--- src/rtl/wl_pkg.sv ---
package wl_pkg;
  localparam int LANES   = 9;
  localparam int RD_GW   = 2;
  localparam int FINE_W  = 5;
  localparam int GROSS_W = 3;
  localparam int DLY_W   = GROSS_W + FINE_W;

  typedef enum logic [2:0] {
    S_IDLE, S_ODT_ON, S_TRAIN, S_CAPT, S_ODT_OFF, S_DONE
  } wl_state_e;

  // fold a wide gross into the 2-bit programmable range
  function automatic logic [RD_GW-1:0] fold_gross(logic [GROSS_W-1:0] g);
    if (g >= GROSS_W'(3)) return g[0] ? RD_GW'(1) : RD_GW'(2);
    return g[RD_GW-1:0];
  endfunction
endpackage

--- src/rtl/wl_odt_map.sv ---
module wl_odt_map #(
  parameter int NUM_DIMMS = 2,
  localparam int DIMM_W = $clog2(NUM_DIMMS),
  localparam int CS_W   = 2 * NUM_DIMMS,
  localparam int ODT_W  = NUM_DIMMS + 2
) (
  input  logic [DIMM_W-1:0] dimm_i,
  input  logic [CS_W-1:0]   cs_i,
  input  logic              registered_i,
  output logic [ODT_W-1:0]  pat_o
);
  always_comb begin
    pat_o = '0;
    if (!registered_i && cs_i[0] && cs_i[2]) begin
      pat_o = ODT_W'(3);
    end else begin
      for (int k = 0; k < NUM_DIMMS; k++) begin
        if (int'(dimm_i) == k) begin
          if (!registered_i && cs_i[2*k+1]) pat_o[k+2] = 1'b1;
          else                              pat_o[k]   = 1'b1;
        end
      end
    end
  end
endmodule

--- src/rtl/wl_seed_gen.sv ---
module wl_seed_gen
  import wl_pkg::*;
#(
  parameter logic [7:0] SPEC_SUB = 8'h0C
) (
  input  logic             pass2_i,
  input  logic             registered_i,
  input  logic             spec_reg_i,
  input  logic [DLY_W-1:0] prev_i,
  output logic [DLY_W-1:0] seed_o
);
  always_comb begin
    if (!pass2_i) begin
      if (!registered_i)   seed_o = {GROSS_W'(0), FINE_W'(5'h1A)};
      else if (spec_reg_i) seed_o = {GROSS_W'(2), FINE_W'(5'h16)};
      else                 seed_o = {GROSS_W'(2), FINE_W'(0)};
    end else if (spec_reg_i) begin
      seed_o = (prev_i < SPEC_SUB) ? '0 : prev_i - SPEC_SUB;
    end else begin
      seed_o = prev_i;
    end
  end
endmodule

--- src/rtl/wl_lane_fix.sv ---
module wl_lane_fix
  import wl_pkg::*;
(
  input  logic [DLY_W-1:0]  seed_i,
  input  logic [RD_GW-1:0]  rd_gross_i,
  input  logic [FINE_W-1:0] rd_fine_i,
  output logic [DLY_W-1:0]  dly_o
);
  logic [GROSS_W-1:0] sg;
  logic [GROSS_W:0]   sum;

  assign sg = seed_i[DLY_W-1:FINE_W];

  always_comb begin
    sum = (GROSS_W+1)'(rd_gross_i) + (GROSS_W+1)'(sg)
        - (sg[0] ? (GROSS_W+1)'(1) : (GROSS_W+1)'(2));
    if (sg >= GROSS_W'(3)) begin
      dly_o = {sum[GROSS_W] ? {GROSS_W{1'b1}} : sum[GROSS_W-1:0], rd_fine_i};
    end else if (sg == '0 && rd_gross_i == RD_GW'(3)) begin
      dly_o = '0; // wrapped below zero
    end else begin
      dly_o = {GROSS_W'(rd_gross_i), rd_fine_i};
    end
  end
endmodule

--- src/rtl/wl_train_ctrl.sv ---
module wl_train_ctrl
  import wl_pkg::*;
#(
  parameter int NUM_DIMMS  = 2,
  parameter int SETTLE_CYC = 10,
  parameter int TRAIN_CYC  = 200,
  localparam int DIMM_W = $clog2(NUM_DIMMS),
  localparam int CS_W   = 2 * NUM_DIMMS,
  localparam int ODT_W  = NUM_DIMMS + 2,
  localparam int MAXC   = (SETTLE_CYC > TRAIN_CYC) ? SETTLE_CYC : TRAIN_CYC,
  localparam int CNT_W  = $clog2(MAXC + 1)
) (
  input  logic                     clk_i,
  input  logic                     rst_ni,
  input  logic                     start_i,
  input  logic                     pass2_i,
  input  logic [DIMM_W-1:0]        dimm_i,
  input  logic [CS_W-1:0]          cs_present_i,
  input  logic                     registered_i,
  input  logic                     spec_reg_i,
  input  logic [LANES*RD_GW-1:0]   phy_gross_i,
  input  logic [LANES*FINE_W-1:0]  phy_fine_i,
  output logic                     busy_o,
  output logic                     odt_en_o,
  output logic [ODT_W-1:0]         odt_pat_o,
  output logic                     train_en_o,
  output logic [31:0]              seed_lo_o,
  output logic [31:0]              seed_hi_o,
  output logic [7:0]               seed_ecc_o,
  output logic [LANES*DLY_W-1:0]   lane_dly_o,
  output logic                     done_o
);
  wl_state_e state_q;
  logic [CNT_W-1:0] cnt_q;
  logic [ODT_W-1:0] pat_d, pat_q;
  logic [DLY_W-1:0] seed_q [LANES];
  logic [DLY_W-1:0] seed_d [LANES];
  logic [DLY_W-1:0] fix_d  [LANES];
  logic [DLY_W-1:0] dly_q  [LANES];

  wl_odt_map #(.NUM_DIMMS(NUM_DIMMS)) u_odt (
    .dimm_i(dimm_i), .cs_i(cs_present_i), .registered_i(registered_i), .pat_o(pat_d)
  );

  for (genvar l = 0; l < LANES; l++) begin : g_lane
    wl_seed_gen u_seed (
      .pass2_i(pass2_i), .registered_i(registered_i), .spec_reg_i(spec_reg_i),
      .prev_i(dly_q[l]), .seed_o(seed_d[l])
    );
    wl_lane_fix u_fix (
      .seed_i(seed_q[l]),
      .rd_gross_i(phy_gross_i[l*RD_GW +: RD_GW]),
      .rd_fine_i(phy_fine_i[l*FINE_W +: FINE_W]),
      .dly_o(fix_d[l])
    );
    assign lane_dly_o[l*DLY_W +: DLY_W] = dly_q[l];
  end

  always_ff @(posedge clk_i or negedge rst_ni) begin
    if (!rst_ni) begin
      state_q <= S_IDLE;
      cnt_q   <= '0;
      pat_q   <= '0;
      for (int l = 0; l < LANES; l++) begin
        seed_q[l] <= '0;
        dly_q[l]  <= '0;
      end
    end else begin
      unique case (state_q)
        S_IDLE: if (start_i) begin
          state_q <= S_ODT_ON;
          cnt_q   <= '0;
          pat_q   <= pat_d;
          for (int l = 0; l < LANES; l++) seed_q[l] <= seed_d[l];
        end
        S_ODT_ON: begin
          cnt_q <= cnt_q + 1'b1;
          if (cnt_q == CNT_W'(SETTLE_CYC - 1)) begin
            state_q <= S_TRAIN;
            cnt_q   <= '0;
          end
        end
        S_TRAIN: begin
          cnt_q <= cnt_q + 1'b1;
          if (cnt_q == CNT_W'(TRAIN_CYC - 1)) state_q <= S_CAPT;
        end
        S_CAPT: begin
          for (int l = 0; l < LANES; l++) dly_q[l] <= fix_d[l];
          state_q <= S_ODT_OFF;
          cnt_q   <= '0;
        end
        S_ODT_OFF: begin
          cnt_q <= cnt_q + 1'b1;
          if (cnt_q == CNT_W'(SETTLE_CYC - 1)) state_q <= S_DONE;
        end
        S_DONE: state_q <= S_IDLE;
        default: state_q <= S_IDLE;
      endcase
    end
  end

  assign busy_o     = (state_q != S_IDLE);
  assign odt_en_o   = (state_q == S_ODT_ON) || (state_q == S_TRAIN) || (state_q == S_CAPT);
  assign train_en_o = (state_q == S_TRAIN);
  assign done_o     = (state_q == S_DONE);
  assign odt_pat_o  = odt_en_o ? pat_q : '0;

  always_comb begin
    seed_lo_o  = '0;
    seed_hi_o  = '0;
    seed_ecc_o = '0;
    for (int l = 0; l < LANES; l++) begin
      if (l < 4)      seed_lo_o[8*l +: 8]     = {1'b0, fold_gross(seed_q[l][DLY_W-1:FINE_W]), seed_q[l][FINE_W-1:0]};
      else if (l < 8) seed_hi_o[8*(l-4) +: 8] = {1'b0, fold_gross(seed_q[l][DLY_W-1:FINE_W]), seed_q[l][FINE_W-1:0]};
      else            seed_ecc_o              = {1'b0, fold_gross(seed_q[l][DLY_W-1:FINE_W]), seed_q[l][FINE_W-1:0]};
    end
  end
endmodule

--- config.mk ---
export PLATFORM = sky130hd
export DESIGN_NAME = wl_train_ctrl
export DESIGN_NICKNAME = d
export VERILOG_FILES = /design/src/rtl/wl_pkg.sv /design/src/rtl/wl_odt_map.sv /design/src/rtl/wl_seed_gen.sv /design/src/rtl/wl_lane_fix.sv /design/src/rtl/wl_train_ctrl.sv
export SDC_FILE = /design/constraint.sdc
export NUM_CORES = 1
export LEC_CHECK = 0
export BUFFER_PORTS_ARGS = -buffer_cell sky130_fd_sc_hd__buf_2
export CORE_MARGIN = 2
export CORE_UTILIZATION = 39
export CTS_CLUSTER_SIZE = 16
export DETAILED_ROUTE_END_ITERATION = 8
export PLACE_DENSITY_LB_ADDON = 0.15
export SLEW_MARGIN = 20
export SYNTH_ARGS = -nofsm -noshare
export SYNTH_HDL_FRONTEND = slang
export SYNTH_SLANG_ARGS = --single-unit
--- constraint.sdc ---
create_clock -name clk_i -period 2.6 [get_ports clk_i]
set_clock_uncertainty 0.2 [all_clocks]
set_input_delay 0.26 -clock clk_i [delete_from_list [all_inputs] [get_ports clk_i]]
set_output_delay 0.26 -clock clk_i [all_outputs]
set_load 0.005 [all_outputs]
### After elaboration in Yosys (flattened, before gate mapping)

Index checks and enable logic that the tools add are counted.

| word-level totals | value |
|---|---|
| register bits | 159 |
| latch bits | 0 |
| RAM bits | 0 |
| memory bits (read-only) | 0 |
| bits of input ports | 74 |
| output and inout port bits | 152 |
| word-level logic and storage cells | 238 |
| memories kept | 0 |

| operators by class | value |
|---|---|
| add/sub/neg operators | 28 |
| multiply operators | 0 |
| div/mod/pow operators | 0 |
| magnitude comparators | 18 |
| equal/unequal tests | 20 |
| shifts and indexed selects | 0 |
| mux-type cells | 119 |
| bitwise logic cells | 0 |
| reduce and logical (&&, ||, !) cells | 32 |

Operator list:

| kind | count |
|---|---|
| 8-bit 2-to-1 mux | 39 |
| 8-bit by 4-bit less-than comparator with 1-bit output, second input constant | 9 |
| 2-bit 2-to-1 mux | 36 |
| 8-bit by 4-bit subtractor with 8-bit output, second input constant | 9 |
| 7-bit 2-to-1 mux | 9 |
| 3-bit 2-to-1 mux | 13 |
| 2-bit by 3-bit adder with 4-bit output | 9 |
| 4-bit subtractor | 9 |
| 8-bit case mux with 4 select lines | 1 |
| 3-bit logical NOT | 10 |
| 3-bit by 2-bit >= comparator with 1-bit output, second input constant | 9 |
| 2-bit equality test, second input constant | 9 |
| 1-bit 2-to-1 mux | 17 |
| 3-bit case mux with 5 select lines | 1 |
| 1-bit logical AND | 13 |
| 8-bit by 1-bit adder with 8-bit output, second input constant | 1 |
| 8-bit by 4-bit equality test with 1-bit output, second input constant | 1 |
| 8-bit equality test, second input constant | 1 |
| 4-bit 2-to-1 mux | 2 |
| 3-bit by 2-bit equality test with 1-bit output, second input constant | 2 |
| 3-bit equality test, second input constant | 2 |
| 2-bit != test, second input constant | 3 |
| 5-bit 2-to-1 mux | 1 |
| 2-bit AND reduction | 2 |
| other kinds (8) | 9 |

### Logic depth before layout (Yosys ltp)

Gate-level depths: netlist (run 1).

| logic depth | value |
|---|---|
| depth in word-level cells | 5 |
| depth in mapped cells | 7 |
| mapped depth without buffers | 7 |

### Hierarchy

A second synthesis (run 1) with hierarchy kept.

| unflattened totals | value |
|---|---|
| cells, all modules | 1170 |
| area total of the unflattened synthesis | 11855.1 sq um |

Modules (own cells, without submodules):

| module | times used | cells each | area each (sq um) | seq. area each (sq um) |
|---|---|---|---|---|
| wl_train_ctrl | 1 | 479 | 6769.0 | 3978.8 |
| wl_lane_fix | 9 | 39 | 312.8 | 0.0 |
| wl_seed_gen | 9 | 37 | 246.5 | 0.0 |
| wl_odt_map | 1 | 7 | 52.6 | 0.0 |

### Least setup slack after synthesis (run 1)

OpenSTA, ideal clock, no wires.

| path | value |
|---|---|
| kind | reg-to-reg |
| from | register seed_q[37] (netlist bit) |
| to | register dly_q, in the netlist lane_dly_o[38] |
| setup time | 64 ps |
| arrival time | 2057 ps |
| data required time | 2336 ps |
| slack | 278 ps |
| stages on the path, launching flop included | 8 |
| buffers on the path | 0 |
| period minus slack after synthesis | 2322 ps |
| cell sequence | dfrtp_1 > fa_1 > inv_1 > fa_1 > xnor2_1 > nor2b_1 > a221oi_1 > a21o_1 |

| between the ends | value |
|---|---|
| cells in the longest elaborated chain, start to end | 4 |
| elaborated cells on any way between the ends | 9 |
| those cells by class | 2 x add/sub; 1 x order compare; 4 x mux; 2 x reduce/logical |

Ends and longest elaborated chain:

| what | line | RTL |
|---|---|---|
| from (decl) | wl_train_ctrl.sv:36 | `logic [DLY_W-1:0] seed_q [LANES];` |
| from (signal, indexed assignment) | wl_train_ctrl.sv:65 | `seed_q[l] <= '0;` |
| 2-bit by 3-bit adder with 4-bit output, or another cell as far along | wl_lane_fix.sv:15 | `sum = (GROSS_W+1)'(rd_gross_i) + (GROSS_W+1)'(sg)` |
| 4-bit subtractor / 1-bit logical AND (equally long branches) | wl_lane_fix.sv:16, wl_lane_fix.sv:19 |  |
| 3-bit 2-to-1 mux / 7-bit 2-to-1 mux (equally long branches) | wl_lane_fix.sv:18, wl_lane_fix.sv:19 |  |
| 8-bit 2-to-1 mux (*) | wl_lane_fix.sv:17 | `if (sg >= GROSS_W'(3)) begin` |
| to (signal, indexed assignment) | wl_train_ctrl.sv:66 | `dly_q[l] <= '0;` |
| to (decl) | wl_train_ctrl.sv:39 | `logic [DLY_W-1:0] dly_q [LANES];` |

Every way passes the cells marked *; elsewhere a longest branch is shown, timed or not.
A chain may end at the register's enable or synchronous reset.

### Worst setup path in the final report (run 1)

| path | value |
|---|---|
| from | register seed_q[13] (netlist bit) |
| to | register dly_q, in the netlist lane_dly_o[62] |

Same word-level chain as after synthesis.

==> results.ini, run 1 <==
[route]
drc=0
antenna_left=0
wl_per_cell_um=17.7
drt_iter0_drc=427
routed_via_density=5.30
drt-total-wl_um=25100
drt_pass1_iterations=5
vias=7510

[clock_network]
cts_tree=done
clk_pin_slew_ps=70
clkLatencyLatePin_ps=420
clk_path_buf_depth=2
cts_root_buffer=clkbuf_16
ctsHtreeMaxLevel=4
clock_sinks=159
cts_inserted_buffers=17

[pwr]
ir_drop_v=0.000335
finalPower_uw=6270
powerDensity_mw_per_mm2=544
leakage_uw=0.00528

[sta]
setup-violations-final=0
final_max_slew_viol_count=0
period_share=0.955
fin_ws_ps=117
hold_slack_ps=20.6
fmax_ghz=0.403
slew_headroom=0.314
hold_viol_final=0
worst_slew_pin_slew_ps=1020
min_period_ps=2480

[critical_path]
cp_num_buf_inv=1
worstPathMaxFanout=7
worst_setup_path_end_kind=flip-flop
startpoint_type=flip-flop
cp_slowest_cell=fa_1
path_cells=fa_1 > inv_1 > fa_1 > xnor2_1 > nor2b_1 > a221oi_1 > a21o_1
critPathRequiredTime_ps=2770
crit_top_cell=fa_1
critPathKind=reg2reg
slowest_delay_ps=560
arrival_ps=2650
path_delay_family=adder cells

[floorplan]
pin_count=226
fp.dieH_um=157
die_w_um=157
initial_core_util=0.401
die_area_mm2=0.0247
placementRows=55
core_area_mm2=0.0228

[placed_design]
globalplace.congestion=0.841
dp.cells=1328
hpwl_um=17300
io_buffers=216
dpl_worst_slack_ps=134

[grt]
grt_pass1_wl_um=39000
gr-total-overflow=0
grtUsageMet2=0.318
track_usage=0.202
grt_pass1_vias=7048
grt_max_degree=56
antenna_found_initial=0
busiest_layer=met2
met1_usage=0.285
met3_usage=0.0358

[outcome]
status=finished, final reports clean

[cells_and_area]
antenna_cells=0
synthToLayoutAreaGrowth_pct=26.2
final_nets=1195
instances_no_fill=1418
drive_above_1_share=0.296

[yosys]
synth_area_leaders=dfrtp_1 (44%), a22o_1 (9.0%), buf_4 (5.6%)
ys.flop_type=dfrtp_1
async_flop_share=1.00
yosysMostFrequentCell=dfrtp_1
synth-edff-count=0
synth.ff_latch_count=159
netlist.area_leader.share=0.436
ys_seq_area_frac=0.436
syn-instance-count=865
synthTopCellsByCount=dfrtp_1 (159), a22o_1 (94), buf_4 (68)
synthDistinctLibCells=66
synth_area_mm2=0.00913
syn_avg_cell_area_um2=10.6
yosysWarnings=0
yosysTopAreaCell=dfrtp_1

[min_path]
hold_class=in2reg

[flow_run]
maxCapViolCount=0

[layer usage]
layer | up-vias | part of all wire
li1 | 3577 | -
met1 | 3708 | 0.47
met2 | 195 | 0.47
met3 | 30 | 0.039
met4 | 0 | 0.019
met5 | - | 0
[power breakdown]
group	total, uW	switching (uW)	internal (uW)
registers	2670	111	2560
logic	665	324	340
clock network	2930	1070	1860
[worst min-delay path: stages]
cell and delay [ps]:
buf_2 120, a21oi_1 50, o31ai_1 60, a22o_1 110
[path summary, 6_finish.rpt]
check                                  startpoint                         end  slack, ps  cells after the start
max                        seed_q[13]$_DFFE_PN0P_  lane_dly_o[62]$_DFFE_PN0P_        120                      7
min                                phy_gross_i[0]   lane_dly_o[5]$_DFFE_PN0P_         20                      4
max reg2reg                seed_q[13]$_DFFE_PN0P_  lane_dly_o[62]$_DFFE_PN0P_        120                      7
min reg2reg                  pat_q[1]$_DFFE_PN0P_        pat_q[1]$_DFFE_PN0P_        280                      2
max in group asynchronous                  rst_ni   lane_dly_o[5]$_DFFE_PN0P_       1300                      3
min in group asynchronous                  rst_ni  lane_dly_o[38]$_DFFE_PN0P_        170                      2
[cells by family after synthesis]
kind of cell | count (synthesis) | synth area share
compound gates | 279 | 0.247
simple gates | 209 | 0.131
flops | 159 | 0.436
buf+inv | 149 | 0.0939
xor+xnor | 37 | 0.0355
fa+ha+maj | 29 | 0.0545
mux | 2 | 0.00233
other cells | 1 | 0.000411
[sequential cells by signal, summed over array words and instances (netlist names)]
signal / flops
pat_q: 4
seed_ecc_o: 5
seed_q: 27
lane_dly_o: 72
cnt_q: 8
seed_lo_o: 20
seed_hi_o: 20
state_q: 3
[cells in the final DEF, fill, tap and decap left out, types with 19 or more instances in the layout]
master,instances
nand2b_1,25
a22o_1,94
o21ai_0,28
nand3_1,19
dlygate4sd3_1,56
a21oi_1,36
nor2_1,44
buf_2,215
nand2_1,41
dfrtp_1,157
inv_1,50
buf_4,20
[area by class of cell]
class	count	area, um^2
Inverter	50	188
Clock buffer	20	457
Sequential cell	159	3980
Tap cell	313	392
Clock inverter	12	228
Fill cell	2096	11300
Multi-Input combinational cell	565	4340
Timing Repair Buffer	299	1940
[through the flow]
stage / setup TNS [ps] / utilization / cell area (um^2)
finish: 0 / 0.506 / 11500
global route: -2.23 / 0.506 / 11500
CTS: 0 / 0.504 / 11500
detailed placement: 0 / 0.450 / 10200
global placement: 0 / 0.450 / 10200
floorplan: 0 / - / 9160
[repair_timing]
item                                   CTS  global route
buffers inserted                         0             2
resized for setup                        0             4
hold buffers                            56             0
endpoints found under the hold margin  108             0
setup endpoints to repair                0             2
Note: power is estimated with default switching activity, not from simulation.
==> run 2: changes to the inputs <==
Clock period 2.6 ns to 2 ns, I/O delays scaled along.
==> results.ini, run 2 (synthesis gave the netlist of run 1 again) <==
[outcome]
status=finished with violations
violations=negative setup slack

[sta]
setup-violations-final=27
final_max_slew_viol_count=0
slew_headroom=0.622
worst_slew_pin_slew_ps=553
min_period_ps=2310
fin_ws_ps=-306
period_share=1.15
hold_viol_final=0
fmax_ghz=0.434
rsz0062_at_grt=true

[floorplan]
fp.dieH_um=157
die_area_mm2=0.0247
initial_core_util=0.401
placementRows=55
die_w_um=157
core_area_mm2=0.0228
pin_count=226

[flow_run]
maxCapViolCount=0

[cells_and_area]
antenna_cells=0
final_cell_mix=buf_2 (216), dfrtp_1 (154), buf_4 (149)
seq_area_mm2=0.00399
fill_cells=2024
multiInputGateArea_mm2=0.00461
instances_no_fill=1561
synthToLayoutAreaGrowth_pct=40.9
drive_above_1_share=0.424
mostFrequentLayoutCell=buf_2
final_nets=1338
finish.utilization=0.565
largest_reg_flops=72

[clock_network]
clk_path_buf_depth=2
cts_tree=done
cts_inserted_buffers=17
ctsHtreeMaxLevel=4
clk_pin_slew_ps=70
clock_sinks=159
clkLatencyLatePin_ps=440
cts_root_buffer=clkbuf_16

[critical_path]
worst_setup_path_end_kind=flip-flop
cp_slowest_cell=fa_1
worstPathMaxFanout=2
path_delay_family=adder cells
path_cells=fa_1 > inv_2 > fa_2 > xnor2_2 > nor2b_4 > a221oi_2 > a21o_1
worstReg2RegStart=seed_q[62]$_DFFE_PN0P_
slowest_delay_ps=580
reg2reg_slack_ps=-310
r2r-end=lane_dly_o[14]$_DFFE_PN0P_
critPathKind=reg2reg
startpoint_type=flip-flop
cp_num_cells=7
cp_num_buf_inv=1
arrival_ps=2480
critPathRequiredTime_ps=2180
rr_worst_depth=7

[grt]
grt_max_degree=47
gr-total-overflow=0
grt_pass1_vias=7994
antenna_found_initial=0
track_usage=0.222
grt_pass1_wl_um=42700

[placed_design]
dp.cells=1446
hpwl_um=19300
io_buffers=216
globalplace.congestion=0.821

[pwr]
seqPwrFrac=0.430
powerDensity_mw_per_mm2=618
clockPowerShare=0.425
combinationalPowerShare=0.144
p_switching_uw=2080
switching_share=0.262
leakage_uw=0.00597
ir_drop_v=0.000459
power.internal_uw=5870

[route]
drc=0
routed_via_density=5.18
drt_pass1_iterations=5
drt_iter0_drc=303
wl_per_cell_um=17.4
vias=8080
drt-total-wl_um=27200
antenna_left=0

[min_path]
hold_class=in2async

run 2: cell count changes in the layout (fill, tap and decap cells not counted), moves of 6 or more:
| cell | change |
|---|---|
| buf_4 | +129 |
| o21ai_0 | -8 |
| a21oi_1 | -7 |
| dlygate4sd3_1 | +6 |
| o21ai_1 | +7 |
| inv_2 | +10 |
| fa_2 | +9 |
| fa_1 | -9 |
| inv_1 | -12 |
run 2: worst max path at each step:
| stage | from | to | slack, ps |
|---|---|---|---|
| after floorplan | seed_q[37]$_DFFE_PN0P_ | lane_dly_o[38]$_DFFE_PN0P_ | -270 |
| after global placement | seed_q[13]$_DFFE_PN0P_ | lane_dly_o[62]$_DFFE_PN0P_ | -260 |
| after detailed placement | seed_q[37]$_DFFE_PN0P_ | lane_dly_o[38]$_DFFE_PN0P_ | -300 |
| after CTS | seed_q[61]$_DFFE_PN0P_ | lane_dly_o[14]$_DFFE_PN0P_ | -310 |
| after global routing | seed_q[62]$_DFFE_PN0P_ | lane_dly_o[14]$_DFFE_PN0P_ | -380 |
| final | seed_q[62]$_DFFE_PN0P_ | lane_dly_o[14]$_DFFE_PN0P_ | -310 |
run 2: cell type report:
| type | instances | share of cell area |
|---|---|---|
| Timing Repair Buffer | 442 | 0.239 |
| Clock inverter | 12 | 0.0115 |
| Inverter | 50 | 0.0150 |
| Clock buffer | 20 | 0.0355 |
| Tap cell | 313 | 0.0304 |
| Multi-Input combinational cell | 565 | 0.359 |
| Sequential cell | 159 | 0.310 |
run 2: timing repair:
action                     in CTS  in global routing
resized for setup              23                 33
pin swaps                      33                 29
setup buffers                   6                 14
hold buffers                   62                  0
hold endpoints to repair      217                  0
cloned                          0                  1
setup endpoints to repair      37                 45
run 2: through the flow:
| step | hold slack [ps] | total power [uW] | setup slack [ps] | area, um^2 | TNS (ps) |
|---|---|---|---|---|---|
| 6_report | 44.3 | 7950 | -306 | 12900 | -4740 |
| 5_1_grt | 47.8 | 8310 | -381 | 12900 | -6880 |
| 4_1_cts | 12.1 | 8010 | -309 | 12600 | -4710 |
| 3_5_place_dp | -47.2 | 4470 | -301 | 11300 | -5470 |
| 3_3_place_gp | -47.3 | 4450 | -259 | 11300 | -4560 |
| 2_1_floorplan | -296 | 3980 | -271 | 9250 | -3980 |
run 2: worst register-to-register path, delay by kind of cell, from the launching register on:
kind | cells | cell delay [ps]
XOR/XNOR | 1 | 150
buffers and inverters | 1 | 50
adder cells (fa/ha/maj) | 2 | 940
AO/OA/AOI/OAI | 2 | 380
flip-flops | 1 | 400
AND/OR/NAND/NOR | 1 | 130
run 2: power by group through the flow:
| stage | combinational [uW] | sequential, uW | clock (uW) |
|---|---|---|---|
| finish | 1150 | 3420 | 3380 |
| global route | 1270 | 3440 | 3610 |
| CTS | 1110 | 3420 | 3470 |
| detailed placement | 987 | 3480 | 0 |
| global placement | 974 | 3480 | 0 |
| floorplan | 482 | 3500 | 0 |
run 2: routing by layer:
metal	part of all wire	global-route usage	vias up
met5	0	0	-
met2	0.46	0.350	219
met1	0.47	0.311	3972
met4	0.019	0.0638	0
met3	0.047	0.0438	30
li1	-	-	3859
==> run 3: changes to the inputs <==
Settings changed: PLACE_DENSITY_LB_ADDON 0.15 to not set.
==> results.ini, run 3 (synthesis gave the netlist of run 1 again) <==
[placed_design]
placedInstanceArea_mm2=0.0112
dpl_worst_slack_ps=-340
globalplace.congestion=0.843
hpwl_um=19300
io_buffers=216

[pwr]
power.internal_uw=6210
switching_share=0.246
ir_drop_v=0.000571
combinationalPowerShare=0.137
clockPowerShare=0.447
powerDensity_mw_per_mm2=642
leakage_uw=0.00595
seqPwrFrac=0.416
p_switching_uw=2030

[sta]
period_share=1.15
worst_slew_pin_slew_ps=624
fin_ws_ps=-310
min_period_ps=2310
slew_headroom=0.580
hold_slack_ps=37.3
hold_viol_final=0
rsz0062_at_grt=true
fmax_ghz=0.433
setup-violations-final=27
final_max_slew_viol_count=0

[critical_path]
worstPathMaxFanout=2
arrival_ps=2470
startpoint_type=flip-flop
critPathKind=reg2reg
critPathRequiredTime_ps=2160
path_cells=fa_1 > inv_1 > fa_2 > xnor2_2 > nor2b_1 > a221oi_2 > a21o_1
rr_worst_depth=7
cp_slowest_cell=fa_1
slowest_delay_ps=530
worst_setup_path_end_kind=flip-flop

[cells_and_area]
fill_cells=1936
final_cell_mix=buf_2 (215), dfrtp_1 (155), buf_4 (140)
mostFrequentLayoutCell=buf_2
synthToLayoutAreaGrowth_pct=40.7
final_area_mm2=0.0128
antenna_cells=0
finish.utilization=0.564
drive_above_1_share=0.412
final_nets=1327
largest_reg_flops=72

[min_path]
hold_class=in2reg
min_path_cells=3

[grt]
grt_max_degree=46
track_usage=0.223
grt_pass1_wl_um=42900
antenna_found_initial=1
gr-total-overflow=0
grt_pass1_vias=7984

[route]
antenna_left=0
routed_via_density=5.21
drc=0
drt_pass1_iterations=4
drt_iter0_drc=391
vias=8074
drt-total-wl_um=27300
wl_per_cell_um=17.6

[clock_network]
clk_path_buf_depth=2
ctsHtreeMaxLevel=4
clk_pin_slew_ps=70
clkLatencyLatePin_ps=420
cts_tree=done
cts_root_buffer=clkbuf_16
clock_sinks=159
cts_inserted_buffers=17

[floorplan]
die_w_um=157
initial_core_util=0.401
die_area_mm2=0.0247
fp.dieH_um=157
pin_count=226
placementRows=55
core_area_mm2=0.0228

[flow_run]
maxCapViolCount=0

[outcome]
violations=negative setup slack
status=finished with violations

==> run 3: cell count changes in the layout (fill, tap and decap cells not counted), sizes merged <==
cell and delta:
bufinv +3, clkbuf -1, clkinvlp -1, clkinv +1, buf -11, inv -3
==> run 3: stage by stage <==
step	TNS (ps)	total power (uW)	cells
3_3_place_gp	-4220	4450	1441
4_1_cts	-4560	8280	1541
3_5_place_dp	-5240	4470	1441
2_1_floorplan	-3980	3980	873
5_1_grt	-6690	8580	1549
6_report	-4470	8250	1549
==> run 3: worst paths after layout <==
check	from	endpoint	slack [ps]
min reg2reg	seed_lo_o[19]$_DFFE_PN0P_	seed_lo_o[19]$_DFFE_PN0P_	280
max reg2reg	seed_q[13]$_DFFE_PN0P_	lane_dly_o[62]$_DFFE_PN0P_	-310
max	seed_q[13]$_DFFE_PN0P_	lane_dly_o[62]$_DFFE_PN0P_	-310
min in group asynchronous	rst_ni	lane_dly_o[7]$_DFFE_PN0P_	90
max in group asynchronous	rst_ni	seed_hi_o[11]$_DFFE_PN0P_	870
min	pass2_i	seed_q[14]$_DFFE_PN0P_	40
==> run 3: layer usage <==
metal | up-vias | global-route usage | wire (um)
li1 | 3844 | - | -
met5 | - | 0 | 13
met3 | 31 | 0.0474 | 1340
met2 | 220 | 0.360 | 12800
met4 | 2 | 0.0568 | 456
met1 | 3977 | 0.307 | 12600
==> run 3: layout make-up <==
cell class	count	area, um^2	area share
repair buffers	431	2990	0.233
inverters	50	193	0.0150
flip-flops and latches	159	3980	0.310
clock inverters	12	206	0.0161
multi-input cells	565	4630	0.360
clock buffers	19	453	0.0353
well taps	313	392	0.0305
==> run 3: repair_timing <==
action / 4_1_cts / 5_1_grt
hold buffers: 62 / 0
endpoints found under the hold margin: 217 / 0
pin swaps: 28 / 29
endpoints found under the setup margin: 35 / 85
resized for setup: 20 / 31
buffers inserted: 7 / 8
==> run 3: power by group through the flow <==
stage                     registers, uW  logic, uW  clock network, uW
final                              3430       1130               3680
after global routing               3440       1250               3890
after CTS                          3430       1110               3750
after detailed placement           3490        978                  0
after global placement             3480        963                  0
after floorplan                    3500        482                  0
==> run 3: critical path: cells and delay by family, from the launching register on <==
family / cells / cell delay [ps]
adder cells (fa/ha/maj): 2 / 880
AO/OA/AOI/OAI: 2 / 420
flip-flops: 1 / 400
AND/OR/NAND/NOR: 1 / 150
XOR/XNOR: 1 / 140
buffers and inverters: 1 / 60
